==> src/rtl/ptp_tod_pkg.sv <==
package ptp_tod_pkg;
   localparam int unsigned NS_PER_SEC = 1_000_000_000;
   localparam int NS_W   = 30;
   localparam int WORD_W = 32;
   localparam int SIGN_BIT = 31;
   localparam int N_CMD = 3;
   localparam int CMD_INIT = 0;
   localparam int CMD_UPD  = 1;
   localparam int CMD_TRIM = 2;
endpackage

==> src/rtl/ptp_tod_cmd.sv <==
module ptp_tod_cmd
   import ptp_tod_pkg::*;
(
   input  logic             clk,
   input  logic             rst_n,
   input  logic [N_CMD-1:0] set_i,
   output logic [N_CMD-1:0] pending_o,
   output logic [N_CMD-1:0] go_o
);
   logic [N_CMD-1:0] pend_q;
   logic [N_CMD-1:0] blocked;

   // a time load outranks an offset update; the trim load never waits
   always_comb begin
      blocked           = '0;
      blocked[CMD_UPD]  = pend_q[CMD_INIT];
   end

   for (genvar i = 0; i < N_CMD; i++) begin : g_flag
      always_ff @(posedge clk) begin
         if (!rst_n)          pend_q[i] <= 1'b0;
         else if (pend_q[i])  pend_q[i] <= blocked[i];
         else                 pend_q[i] <= set_i[i];
      end
      assign go_o[i] = pend_q[i] & ~blocked[i];
   end

   assign pending_o = pend_q;
endmodule

==> src/rtl/ptp_tod_rate.sv <==
module ptp_tod_rate #(
   parameter int ACC_W    = 32,
   parameter bit HAS_FINE = 1'b1
) (
   input  logic             clk,
   input  logic             rst_n,
   input  logic             enable_i,
   input  logic             fine_i,
   input  logic             load_i,
   input  logic [ACC_W-1:0] addend_i,
   output logic             step_o
);
   if (HAS_FINE) begin : g_fine
      logic [ACC_W-1:0] trim_q;
      logic [ACC_W-1:0] acc_q;
      logic [ACC_W:0]   acc_sum;

      assign acc_sum = {1'b0, acc_q} + {1'b0, trim_q};

      always_ff @(posedge clk) begin
         if (!rst_n) begin
            trim_q <= '0;
            acc_q  <= '0;
         end else begin
            if (load_i)              trim_q <= addend_i;
            if (enable_i && fine_i)  acc_q  <= acc_sum[ACC_W-1:0];
         end
      end

      assign step_o = enable_i & (fine_i ? acc_sum[ACC_W] : 1'b1);
   end else begin : g_coarse_only
      logic unused_in;
      assign unused_in = fine_i ^ load_i ^ (^addend_i) ^ clk ^ rst_n;
      assign step_o    = enable_i;
   end
endmodule

==> src/rtl/ptp_tod_time.sv <==
module ptp_tod_time
   import ptp_tod_pkg::*;
#(
   parameter int SEC_W = 48,
   parameter int INC_W = 8
) (
   input  logic              clk,
   input  logic              rst_n,
   input  logic              step_i,
   input  logic              init_go_i,
   input  logic              upd_go_i,
   input  logic [INC_W-1:0]  inc_i,
   input  logic [SEC_W-1:0]  sh_sec_i,
   input  logic [WORD_W-1:0] sh_ns_i,
   output logic [SEC_W-1:0]  sec_o,
   output logic [NS_W-1:0]   ns_o,
   output logic              tick_o
);
   localparam logic [WORD_W-1:0] WRAP = WORD_W'(NS_PER_SEC);

   logic [SEC_W-1:0] sec_q;
   logic [NS_W-1:0]  ns_q;
   logic             tick_q;

   logic [WORD_W-1:0] inc_sum, upd_sum;
   logic              inc_wrap, upd_ge, sub_mode;
   logic [NS_W-1:0]   inc_ns, upd_ns;
   logic [SEC_W-1:0]  upd_sec;

   always_comb begin
      inc_sum  = WORD_W'(ns_q) + WORD_W'(inc_i);
      inc_wrap = inc_sum >= WRAP;
      inc_ns   = NS_W'(inc_wrap ? inc_sum - WRAP : inc_sum);

      sub_mode = sh_ns_i[SIGN_BIT];
      upd_sum  = WORD_W'(ns_q) + {1'b0, sh_ns_i[SIGN_BIT-1:0]};
      upd_ge   = upd_sum >= WRAP;
      upd_ns   = NS_W'(upd_ge ? upd_sum - WRAP : upd_sum);
      if (sub_mode) upd_sec = sec_q - sh_sec_i - SEC_W'(!upd_ge);
      else          upd_sec = sec_q + sh_sec_i + SEC_W'(upd_ge);
   end

   always_ff @(posedge clk) begin
      if (!rst_n) begin
         sec_q  <= '0;
         ns_q   <= '0;
         tick_q <= 1'b0;
      end else begin
         tick_q <= step_i & ~init_go_i & ~upd_go_i;
         if (init_go_i) begin
            sec_q <= sh_sec_i;
            ns_q  <= sh_ns_i[NS_W-1:0];
         end else if (upd_go_i) begin
            sec_q <= upd_sec;
            ns_q  <= upd_ns;
         end else if (step_i) begin
            ns_q <= inc_ns;
            if (inc_wrap) sec_q <= sec_q + 1'b1;
         end
      end
   end

   assign sec_o  = sec_q;
   assign ns_o   = ns_q;
   assign tick_o = tick_q;
endmodule

==> src/rtl/ptp_tod_counter.sv <==
module ptp_tod_counter
   import ptp_tod_pkg::*;
#(
   parameter int SEC_W    = 48,
   parameter int INC_W    = 8,
   parameter int ACC_W    = 32,
   parameter bit HAS_FINE = 1'b1
) (
   input  logic              clk,
   input  logic              rst_n,
   input  logic              enable_i,
   input  logic              fine_i,
   input  logic [INC_W-1:0]  sub_inc_i,
   input  logic [ACC_W-1:0]  addend_i,
   input  logic [SEC_W-1:0]  shadow_sec_i,
   input  logic [31:0]       shadow_ns_i,
   input  logic              init_set_i,
   input  logic              update_set_i,
   input  logic              addend_set_i,
   output logic              init_pending_o,
   output logic              update_pending_o,
   output logic              addend_pending_o,
   output logic [SEC_W-1:0]  sec_o,
   output logic [29:0]       ns_o,
   output logic              tick_o
);
   if (INC_W < 1 || INC_W > NS_W) begin : g_bad_inc
      $error("ptp_tod_counter: INC_W out of range");
   end
   if (ACC_W < 2) begin : g_bad_acc
      $error("ptp_tod_counter: ACC_W too small");
   end
   if (SEC_W < 1) begin : g_bad_sec
      $error("ptp_tod_counter: SEC_W too small");
   end

   logic [N_CMD-1:0] cmd_set, cmd_pend, cmd_go;
   logic             step;

   always_comb begin
      cmd_set           = '0;
      cmd_set[CMD_INIT] = init_set_i;
      cmd_set[CMD_UPD]  = update_set_i;
      cmd_set[CMD_TRIM] = addend_set_i;
   end

   ptp_tod_cmd u_cmd (
      .clk       (clk),
      .rst_n     (rst_n),
      .set_i     (cmd_set),
      .pending_o (cmd_pend),
      .go_o      (cmd_go)
   );

   ptp_tod_rate #(.ACC_W(ACC_W), .HAS_FINE(HAS_FINE)) u_rate (
      .clk      (clk),
      .rst_n    (rst_n),
      .enable_i (enable_i),
      .fine_i   (fine_i),
      .load_i   (cmd_go[CMD_TRIM]),
      .addend_i (addend_i),
      .step_o   (step)
   );

   ptp_tod_time #(.SEC_W(SEC_W), .INC_W(INC_W)) u_time (
      .clk       (clk),
      .rst_n     (rst_n),
      .step_i    (step),
      .init_go_i (cmd_go[CMD_INIT]),
      .upd_go_i  (cmd_go[CMD_UPD]),
      .inc_i     (sub_inc_i),
      .sh_sec_i  (shadow_sec_i),
      .sh_ns_i   (shadow_ns_i),
      .sec_o     (sec_o),
      .ns_o      (ns_o),
      .tick_o    (tick_o)
   );

   assign init_pending_o   = cmd_pend[CMD_INIT];
   assign update_pending_o = cmd_pend[CMD_UPD];
   assign addend_pending_o = cmd_pend[CMD_TRIM];
endmodule

==> config.mk <==
export PLATFORM = sky130hd
export DESIGN_NAME = ptp_tod_counter
export DESIGN_NICKNAME = d
export VERILOG_FILES = /design/src/rtl/ptp_tod_pkg.sv /design/src/rtl/ptp_tod_cmd.sv /design/src/rtl/ptp_tod_rate.sv /design/src/rtl/ptp_tod_time.sv /design/src/rtl/ptp_tod_counter.sv
export SDC_FILE = /design/constraint.sdc
export NUM_CORES = 1
export LEC_CHECK = 0
export ABC_AREA = 0
export BUFFER_PORTS_ARGS = -buffer_cell sky130_fd_sc_hd__buf_2
export CORE_MARGIN = 10
export CORE_UTILIZATION = 55
export DETAILED_ROUTE_END_ITERATION = 6
export GPL_ROUTABILITY_DRIVEN = 0
export MAX_ROUTING_LAYER = met4
export PLACE_DENSITY = 0.81
export SLEW_MARGIN = 20
export SYNTH_ARGS = -nofsm -noshare
export SYNTH_HDL_FRONTEND = slang
export SYNTH_SLANG_ARGS = --single-unit
==> constraint.sdc <==
create_clock -name clk -period 14 [get_ports clk]
set_input_delay 0.7 -clock clk [delete_from_list [all_inputs] [get_ports clk]]
set_output_delay 0.7 -clock clk [all_outputs]
set_load 0.02 [all_outputs]
Word level (Yosys, flattened, before mapping) --
Cells that the tools add are included.
Operators by class: bitwise operators 7, $lt $le $gt $ge 2, muxes and demuxes 12, add/subtract/negate cells 10, reductions and logical operators 7
Operators by type and width (count):
- $mux 48 | 5
- $mux 30 | 5
- $sub 30x30->30 const B | 2
- $add 48x1->48 | 1
- $add 48x1->48 const B | 1
- $add 48x48->48 | 1
- $sub 48x1->48 | 1
- $sub 48x48->48 | 1
- $add 32x32->33 | 1
- $add 30x31->32 | 1
- $ge 32x30->1 const B | 1
- $add 30x8->31 | 1
- $ge 31x30->1 const B | 1
- $reduce_bool 3->1 | 2
- $and 1x1->1 | 4
- $reduce_or 2->1 | 2
- $not 1->1 | 3
- $mux 1 | 2
- $reduce_and 2->1 | 1
- $logic_and 1x1->1 | 1
- $logic_not 1->1 | 1
Word-level totals: logic and storage cells 46, input bits 127, output and inout bits 82, register bits after elaboration 146

Depth between registers and ports, before layout --
Gate-level depths: netlist of the first run.
word-level depth 7, depth in mapped cells 28

By module --
From an unflattened synthesis of the first run, not the netlist that was laid out.
Second synthesis, totals: cell total of the unflattened synthesis 2638, area total of the unflattened synthesis 19469.9 µm²
By module, submodules not included:
- ptp_tod_time | area each 15428.5 µm², times used 1, cells each 2176
- ptp_tod_rate | area each 3928.8 µm², times used 1, cells each 450
- ptp_tod_cmd | area each 112.6 µm², times used 1, cells each 12

Worst setup path before layout of the first run --
Ideal clock, no wire load.
path kind input port to flip-flop, from input port shadow_ns_i[3], to register u_time.sec_q[46], in the netlist u_time.sec_o[46], data required time 13.926 ns, path buffers 0, stages on the path 26, setup time 0.074 ns, slack 6.990 ns, arrival 6.936 ns, cells stage by stage ha_1 > a21o_1 > a21oi_2 > a2111oi_4 > nor3_2 > mux2i_1 > o211ai_1 > a211o_1 > o211a_1 > o31ai_4 > fa_1 > ha_1 > or2_2 > fa_1 > nand2b_1 > a21boi_0 > nor3_1 > o211ai_1 > nor3_1 > o21ai_1 > a21oi_1 > a31o_2 > a31oi_1 > xor2_1 > a211o_1 > a31oi_1
On the way: longest elaborated chain between the ends 7, elaborated cells on any way between the ends 8, classes of those cells add/sub: 3; order compare: 1; mux: 3; reduce/logical: 1
Ends and longest elaborated chain:
- from (decl) | line ptp_tod_counter.sv:16 | input logic [31:0] shadow_ns_i,
- $add 30x31->32 (*) | line ptp_tod_time.sv:36 | upd_sum = WORD_W'(ns_q) + {1'b0, sh_ns_i[SIGN_BIT-1:0]};
- $ge 32x30->1 (*) | line ptp_tod_time.sv:37 | upd_ge = upd_sum >= WRAP;
- $logic_not 1->1 | line ptp_tod_time.sv:39 | if (sub_mode) upd_sec = sec_q - sh_sec_i - SEC_W'(!upd_ge);
- $sub 48x1->48 | line ptp_tod_time.sv:39
- $mux 48 (*) | line ptp_tod_time.sv:39
- $mux 48 (*) | line ptp_tod_time.sv:53 | end else if (upd_go_i) begin
- $mux 48 (*) | line ptp_tod_time.sv:50 | if (init_go_i) begin
- to (signal assigned) | line ptp_tod_time.sv:51 | sec_q <= sh_sec_i;
- to (signal assigned) | line ptp_tod_time.sv:54 | sec_q <= upd_sec;
- to (signal assigned) | line ptp_tod_time.sv:58 | if (inc_wrap) sec_q <= sec_q + 1'b1;
- to (decl) | line ptp_tod_time.sv:21 | logic [SEC_W-1:0] sec_q;
Every way passes the cells marked *; elsewhere a longest branch is shown, timed or not. A chain may end at the register's enable or synchronous reset.

Worst setup path after layout of the first run --
from register u_time.ns_q[8], in the netlist u_time.ns_o[8], to register u_time.sec_q[44], in the netlist u_time.sec_o[44]
On the way: longest elaborated chain between the ends 7, elaborated cells on any way between the ends 12, classes of those cells add/sub: 4; order compare: 2; mux: 3; reduce/logical: 3
Ends and longest elaborated chain:
- from (decl) | line ptp_tod_time.sv:22 | logic [NS_W-1:0] ns_q;
- from (signal assigned) | line ptp_tod_time.sv:52 | ns_q <= sh_ns_i[NS_W-1:0];
- from (signal assigned) | line ptp_tod_time.sv:55 | ns_q <= upd_ns;
- from (signal assigned) | line ptp_tod_time.sv:57 | ns_q <= inc_ns;
- $add 30x31->32 | line ptp_tod_time.sv:36
- $ge 32x30->1 | line ptp_tod_time.sv:37
- $logic_not 1->1 | line ptp_tod_time.sv:39
- $sub 48x1->48 | line ptp_tod_time.sv:39
- $mux 48 | line ptp_tod_time.sv:39
- $mux 48 | line ptp_tod_time.sv:53
- $mux 48 | line ptp_tod_time.sv:50
Several ways; a longest one is shown, not always the timed one.

==> results of run 1 <==
## critical path: stages (launching register included)
cell      delay, ns
dfxtp_1        0.53
ha_1           0.38
a21oi_2        0.23
o21ai_1        0.17
nor2b_1        0.20
nor3_2         0.61
mux2i_1        0.25
o211ai_1       0.22
a211o_1        0.41
o211a_1        0.28
o31ai_4        0.63
inv_4          0.21
fa_1           0.46
fa_1           0.41
o21bai_1       0.20
a221oi_1       0.11
o31ai_1        0.51
a311oi_1       0.31
nor3_1         0.39
o21ai_0        0.22
a21oi_1        0.48
a211oi_1       0.21
o221ai_1       0.25
xnor2_1        0.09
o221a_2        0.27
a21oi_1        0.15
## registers in the layout, summed over array words and instances (netlist names)
name                  cells
u_rate.g_fine.trim_q     32
u_cmd.pending_o           1
u_time.tick_o             1
u_time.sec_o             48
u_rate.g_fine.acc_q      32
u_time.ns_o              30
u_cmd.go_o                2
## per-stage QoR
| step | hold slack, ns | instances | area (um2) | power, mW |
|---|---|---|---|---|
| after floorplan | 0.436 | 2693 | 19400 | 1.42 |
| after global placement | 0.443 | 3253 | 20600 | 1.68 |
| after detailed placement | 0.452 | 3253 | 20600 | 1.72 |
| after CTS | 0.436 | 3285 | 21300 | 2.21 |
| after global routing | 0.464 | 3296 | 21300 | 2.38 |
| final | 0.440 | 3296 | 21300 | 2.24 |
## report_power, final
part           internal, mW  switching [mW]
Clock                 0.242           0.247
Sequential            0.451          0.0680
Combinational         0.472           0.764
## metal layers
metal	vias up	part of all wire	track usage
met3	224	0.10	0.0561
li1	10100	-	-
met5	-	0	-
met4	0	0.044	0.136
met1	10100	0.42	0.364
met2	1237	0.44	0.439
## worst min path at each step
stage	from	slack, ns	to
global route	addend_set_i	0.46	u_cmd.go_o[2]$_SDFF_PP0_
floorplan	u_rate.g_fine.acc_q[10]$_SDFFE_PN0P_	0.44	u_rate.g_fine.acc_q[10]$_SDFFE_PN0P_
detailed placement	u_rate.g_fine.acc_q[30]$_SDFFE_PN0P_	0.45	u_rate.g_fine.acc_q[30]$_SDFFE_PN0P_
finish	addend_set_i	0.44	u_cmd.go_o[2]$_SDFF_PP0_
global placement	u_rate.g_fine.acc_q[19]$_SDFFE_PN0P_	0.44	u_rate.g_fine.acc_q[19]$_SDFFE_PN0P_
CTS	addend_set_i	0.44	u_cmd.go_o[2]$_SDFF_PP0_
## cells in the final DEF (no fill, tap or decap), types with 16 or more instances in the layout
cell	Yosys	layout
a211oi_1	50	50
o21ai_0	154	154
xor2_1	51	51
mux2i_1	60	60
o21bai_1	29	29
a21o_1	78	78
o211ai_1	40	40
xnor2_1	154	154
clkbuf_16	0	17
dfxtp_1	146	143
and3_1	32	32
nand2_1	218	216
ha_1	211	211
a21oi_1	264	264
a31oi_1	45	44
nand3_1	81	81
nand2b_1	34	34
a221oi_1	19	19
nor3_1	62	62
o31ai_1	27	27
inv_1	198	197
and2_1	16	16
buf_2	8	208
nand4_1	30	30
or3_1	22	22
nor2_1	239	236
o21a_1	22	22
nor4_1	21	21
## layout make-up
class | count | share of cell area
sequential | 146 | 0.137
clock buffer | 17 | 0.0200
antenna | 10 | 0.00117
multi-input combinational | 2229 | 0.715
inverter | 200 | 0.0355
timing repair buffer | 224 | 0.0551
tap | 455 | 0.0267
clock inverter | 15 | 0.00875
## cell families (layout without fill, tap and decap cells)
family	Yosys count	after routing
other	0	10
xor gates and xnor gates	205	205
and+or+nand+nor	825	825
muxes	64	64
AOI/OAI and AO/OA	917	917
buffers and inverters	318	456
DFF	146	146
adders and majority gates	218	218
==> flow_summary.json, run 1 <==
{
  "min_path_cells": 3,
  "postCtsSetupBuffers": 0,
  "cp_max_fo": 13,
  "drc_errors": 7,
  "synth_enable_flop_cells": 0,
  "synthSimpleGateAreaFrac": 0.203,
  "cts_buffer_depth": 2,
  "synth_adder_area_share": 0.144,
  "cp-end-kind": "flop",
  "leakage_nw": 9.26,
  "min_path_type": "input pin to flop",
  "cts.sinks": 146,
  "grt_pass1_wl_mm": 103,
  "synth_top_family_by_area": "compound AO/OA/AOI/OAI gates",
  "fillerInstances": 3100,
  "violations": "design-rule violations",
  "fp.dieW_um": 208,
  "ys_types": 95,
  "timing.final.ws_setup_ns": 5.73,
  "ys_seq_area_frac": 0.151,
  "drt_iter0_drc": 2519,
  "fmax_ghz": 0.121,
  "r2r_slack_ns": 5.73,
  "hold_violations": 0,
  "post-route-period-util": 0.591,
  "fin_util": 0.615,
  "seq_area_um2": 2930,
  "peakVddDrop_uv": 105,
  "fin_nets": 3163,
  "grt.overflow.total": 0,
  "post-place-ws_ns": 5.69,
  "synth_area_leader_cell": "dfxtp_1",
  "worstSetupPathType": "flop to flop",
  "finalMaxSlewViolations": 0,
  "htree_levels": 4,
  "rsz0062_at_grt": "no",
  "drtAntennaViolNets": 0,
  "crit_start": "u_time.ns_o[8]$_SDFFE_PN0P_",
  "synth_top_area_frac": 0.151,
  "cts_tree": "done",
  "r2r-end": "u_time.sec_o[44]$_SDFFE_PN0P_",
  "cts_hold_buf": 0,
  "grt_pass1_vias": 20100,
  "synthMuxAreaShare": 0.0333,
  "drv_cap": 0,
  "synth-seq-cells": 146,
  "multi_input_area_um2": 15200,
  "synthesis.area_um2": 19400,
  "portBuffers": 208,
  "totalWireLength_mm": 65.3,
  "synth_top_cells_by_count": "a21oi_1, nor2_1, nand2_1",
  "synth_async_sr_flop_share": 0,
  "outcome": "complete, but fails checks",
  "setup_tns_ns": 0,
  "r2r-start": "u_time.ns_o[8]$_SDFFE_PN0P_",
  "setup_viol": 0,
  "grt_max_degree": 90,
  "synth_area_leaders": "dfxtp_1, ha_1, xnor2_1, a21oi_1, nor2_1",
  "min_period_ns": 8.27,
  "fin_skew_ns": 0.0126,
  "cts_buffers": 17,
  "clk_latency_ns": 0.47,
  "crit_required_ns": 14.40,
  "yosys.cell_count.top_type": "a21oi_1",
  "vias": 21600,
  "track_usage": 0.289,
  "synth_compound_area_frac": 0.314,
  "antenna_found_initial": 10,
  "dieArea_um2": 43100,
  "reg2reg_depth": 25,
  "slew_headroom": 0.219,
  "powerDensity_nw_per_um2": 105,
  "cp-endpoint": "u_time.sec_o[44]$_SDFFE_PN0P_",
  "drt-pass1-iter-count": 7,
  "synthXorXnorAreaFrac": 0.0927,
  "avgSynthCellArea_um2": 7.19,
  "root_buffer": "clkbuf_16",
  "synthToLayoutAreaGrowth_pct": 10.0,
  "cp.arrival_ns": 8.67,
  "clk_pin_slew_ns": 0.08,
  "layout-drive-gt1-share": 0.116,
  "core_area_um2": 34600,
  "startpoint_type": "flop",
  "via_per_inst": 6.57,
  "start_util": 0.559,
  "hpwlAfterDp_mm": 49.1,
  "synthCells": 2693,
  "synthesis.nets": 3038,
  "worstMarginPinSlew_ns": 1.17,
  "cts_resized": 0,
  "dieHeight_um": 208,
  "detail_route.wl_per_cell_um": 19.8,
  "pin_count": 209,
  "yosysWarningCount": 0,
  "fp-row-count": 68,
  "synth-main-ff-cell": "dfxtp_1"
}
Note: power is estimated with default switching activity, not from simulation.
==> inputs of run 2 (changes only) <==
PLACE_DENSITY = 0.84   (was 0.81)
clock period = 7.1 ns   (was 14 ns; I/O delays follow)
==> flow_summary.json, run 2 (same netlist as run 1, synthesis figures left out) <==
{
  "track_usage": 0.297,
  "vias": 22200,
  "fp-row-count": 68,
  "fp.dieW_um": 208,
  "fin_skew_ns": 0.0162,
  "most-common-layout-cells": "a21oi_1, nor2_1, nand2_1",
  "drt-pass1-iter-count": 7,
  "cts_tree": "done",
  "slowest_delay_ns": 0.42,
  "dieHeight_um": 208,
  "clk_latency_ns": 0.47,
  "met3WireLength_mm": 7.06,
  "dieArea_um2": 43100,
  "htree_levels": 4,
  "start_util": 0.559,
  "min_path_type": "input pin to flop",
  "setup_tns_ns": 0,
  "hpwlAfterDp_mm": 50.1,
  "antenna_found_initial": 8,
  "slew_headroom": 0.240,
  "fillerInstances": 2956,
  "setup_viol": 0,
  "fin_util": 0.638,
  "finalMaxSlewViolations": 0,
  "via_per_inst": 6.57,
  "fmax_ghz": 0.146,
  "core_area_um2": 34600,
  "leakage_nw": 9.72,
  "drc_errors": 1,
  "cts.sinks": 146,
  "min_period_ns": 6.86,
  "pin_count": 209,
  "cp_max_fo": 9,
  "drt_iter0_drc": 2714,
  "totalWireLength_mm": 67.8,
  "m1WireLength_mm": 27.2,
  "outcome": "complete, but fails checks",
  "powerDensity_nw_per_um2": 211,
  "cp.arrival_ns": 7.22,
  "cts_buffer_depth": 2,
  "clk_pin_slew_ns": 0.08,
  "grt_pass1_vias": 21200,
  "seq_area_um2": 2930,
  "crit_required_ns": 7.46,
  "largest_reg_flops": 48,
  "post-route-period-util": 0.966,
  "worstMarginPinSlew_ns": 1.13,
  "cp_common_cell": "buf_4",
  "grt_max_degree": 83,
  "drv_cap": 0,
  "layout-drive-gt1-share": 0.151,
  "fin_nets": 3252,
  "multi_input_area_um2": 15400,
  "root_buffer": "clkbuf_16",
  "wl_met2_mm": 30.2,
  "cts_hold_buf": 0,
  "top_layer_used": "met4",
  "rsz0062_at_grt": "yes",
  "hold_violations": 0,
  "grt_pass1_wl_mm": 106,
  "portBuffers": 208,
  "worstSetupPathType": "flop to flop",
  "detail_route.wl_per_cell_um": 20.0,
  "drtAntennaViolNets": 0,
  "grt.overflow.total": 0,
  "cts_buffers": 17,
  "synthToLayoutAreaGrowth_pct": 14.1,
  "violations": "design-rule violations",
  "peakVddDrop_uv": 208,
  "cp-end-kind": "flop",
  "worst_path_max_delay_cell": "fa_1",
  "layout_commonest_cell": "a21oi_1",
  "startpoint_type": "flop"
}
run 2: final timing paths:
| path | from | depth (start not counted) | slack [ns] | to |
|---|---|---|---|---|
| setup / recovery | u_time.ns_o[0]$_SDFFE_PN0P_ | 31 | 0.24 | u_time.sec_o[45]$_SDFFE_PN0P_ |
| hold reg to reg | u_rate.g_fine.acc_q[4]$_SDFFE_PN0P_ | 2 | 0.46 | u_rate.g_fine.acc_q[4]$_SDFFE_PN0P_ |
| setup reg to reg | u_time.ns_o[0]$_SDFFE_PN0P_ | 31 | 0.24 | u_time.sec_o[45]$_SDFFE_PN0P_ |
| hold / removal | addend_set_i | 3 | 0.11 | u_cmd.go_o[2]$_SDFF_PP0_ |
run 2: cell type report:
type / instances / share of cell area
inverter: 200 / 0.0341
tap: 455 / 0.0258
clock buffer: 17 / 0.0192
antenna: 8 / 0.000906
timing repair buffer: 313 / 0.0829
clock inverter: 15 / 0.00668
multi-input combinational: 2229 / 0.698
sequential: 146 / 0.133
run 2: routing by layer:
layer  GRT usage  vias up
li1            -    10300
met1       0.355    10300
met2       0.464     1312
met3      0.0699      316
met4       0.142        0
met5           -        -
run 2: critical path, delay by kind of cell, from the launching register on:
family                   cells  cell delay [ns]
AND/OR/NAND/NOR              4             0.72
multiplexers                 1             0.18
flip-flops                   1             0.35
AO/OA/AOI/OAI               16             3.51
buffers and inverters        7             1.14
adder cells (fa/ha/maj)      3             0.84
run 2: timing repair:
action                     in CTS  in global routing
pin swaps                       1                 18
gates resized for setup         1                 39
buffers inserted                1                 11
setup endpoints to repair      10                 28
run 2: metrics by stage:
step                instances  setup WS [ns]  power [mW]  cell area, um2  hold WS [ns]
global placement         3331         0.0301        3.46           21200         0.442
finish                   3383          0.239        4.66           22100         0.111
global route             3383        -0.0993        4.92           22100         0.121
floorplan                2693          0.338        2.79           19400         0.436
CTS                      3364         0.0511        4.50           21800        0.0991
detailed placement       3331         -0.247        3.54           21200         0.451
run 2: where the power goes:
part | switching, mW | leakage, nW | internal, mW
sequential | 0.103 | 1.20 | 0.889
clock | 0.444 | 0.284 | 0.493
combinational | 1.63 | 8.23 | 1.10
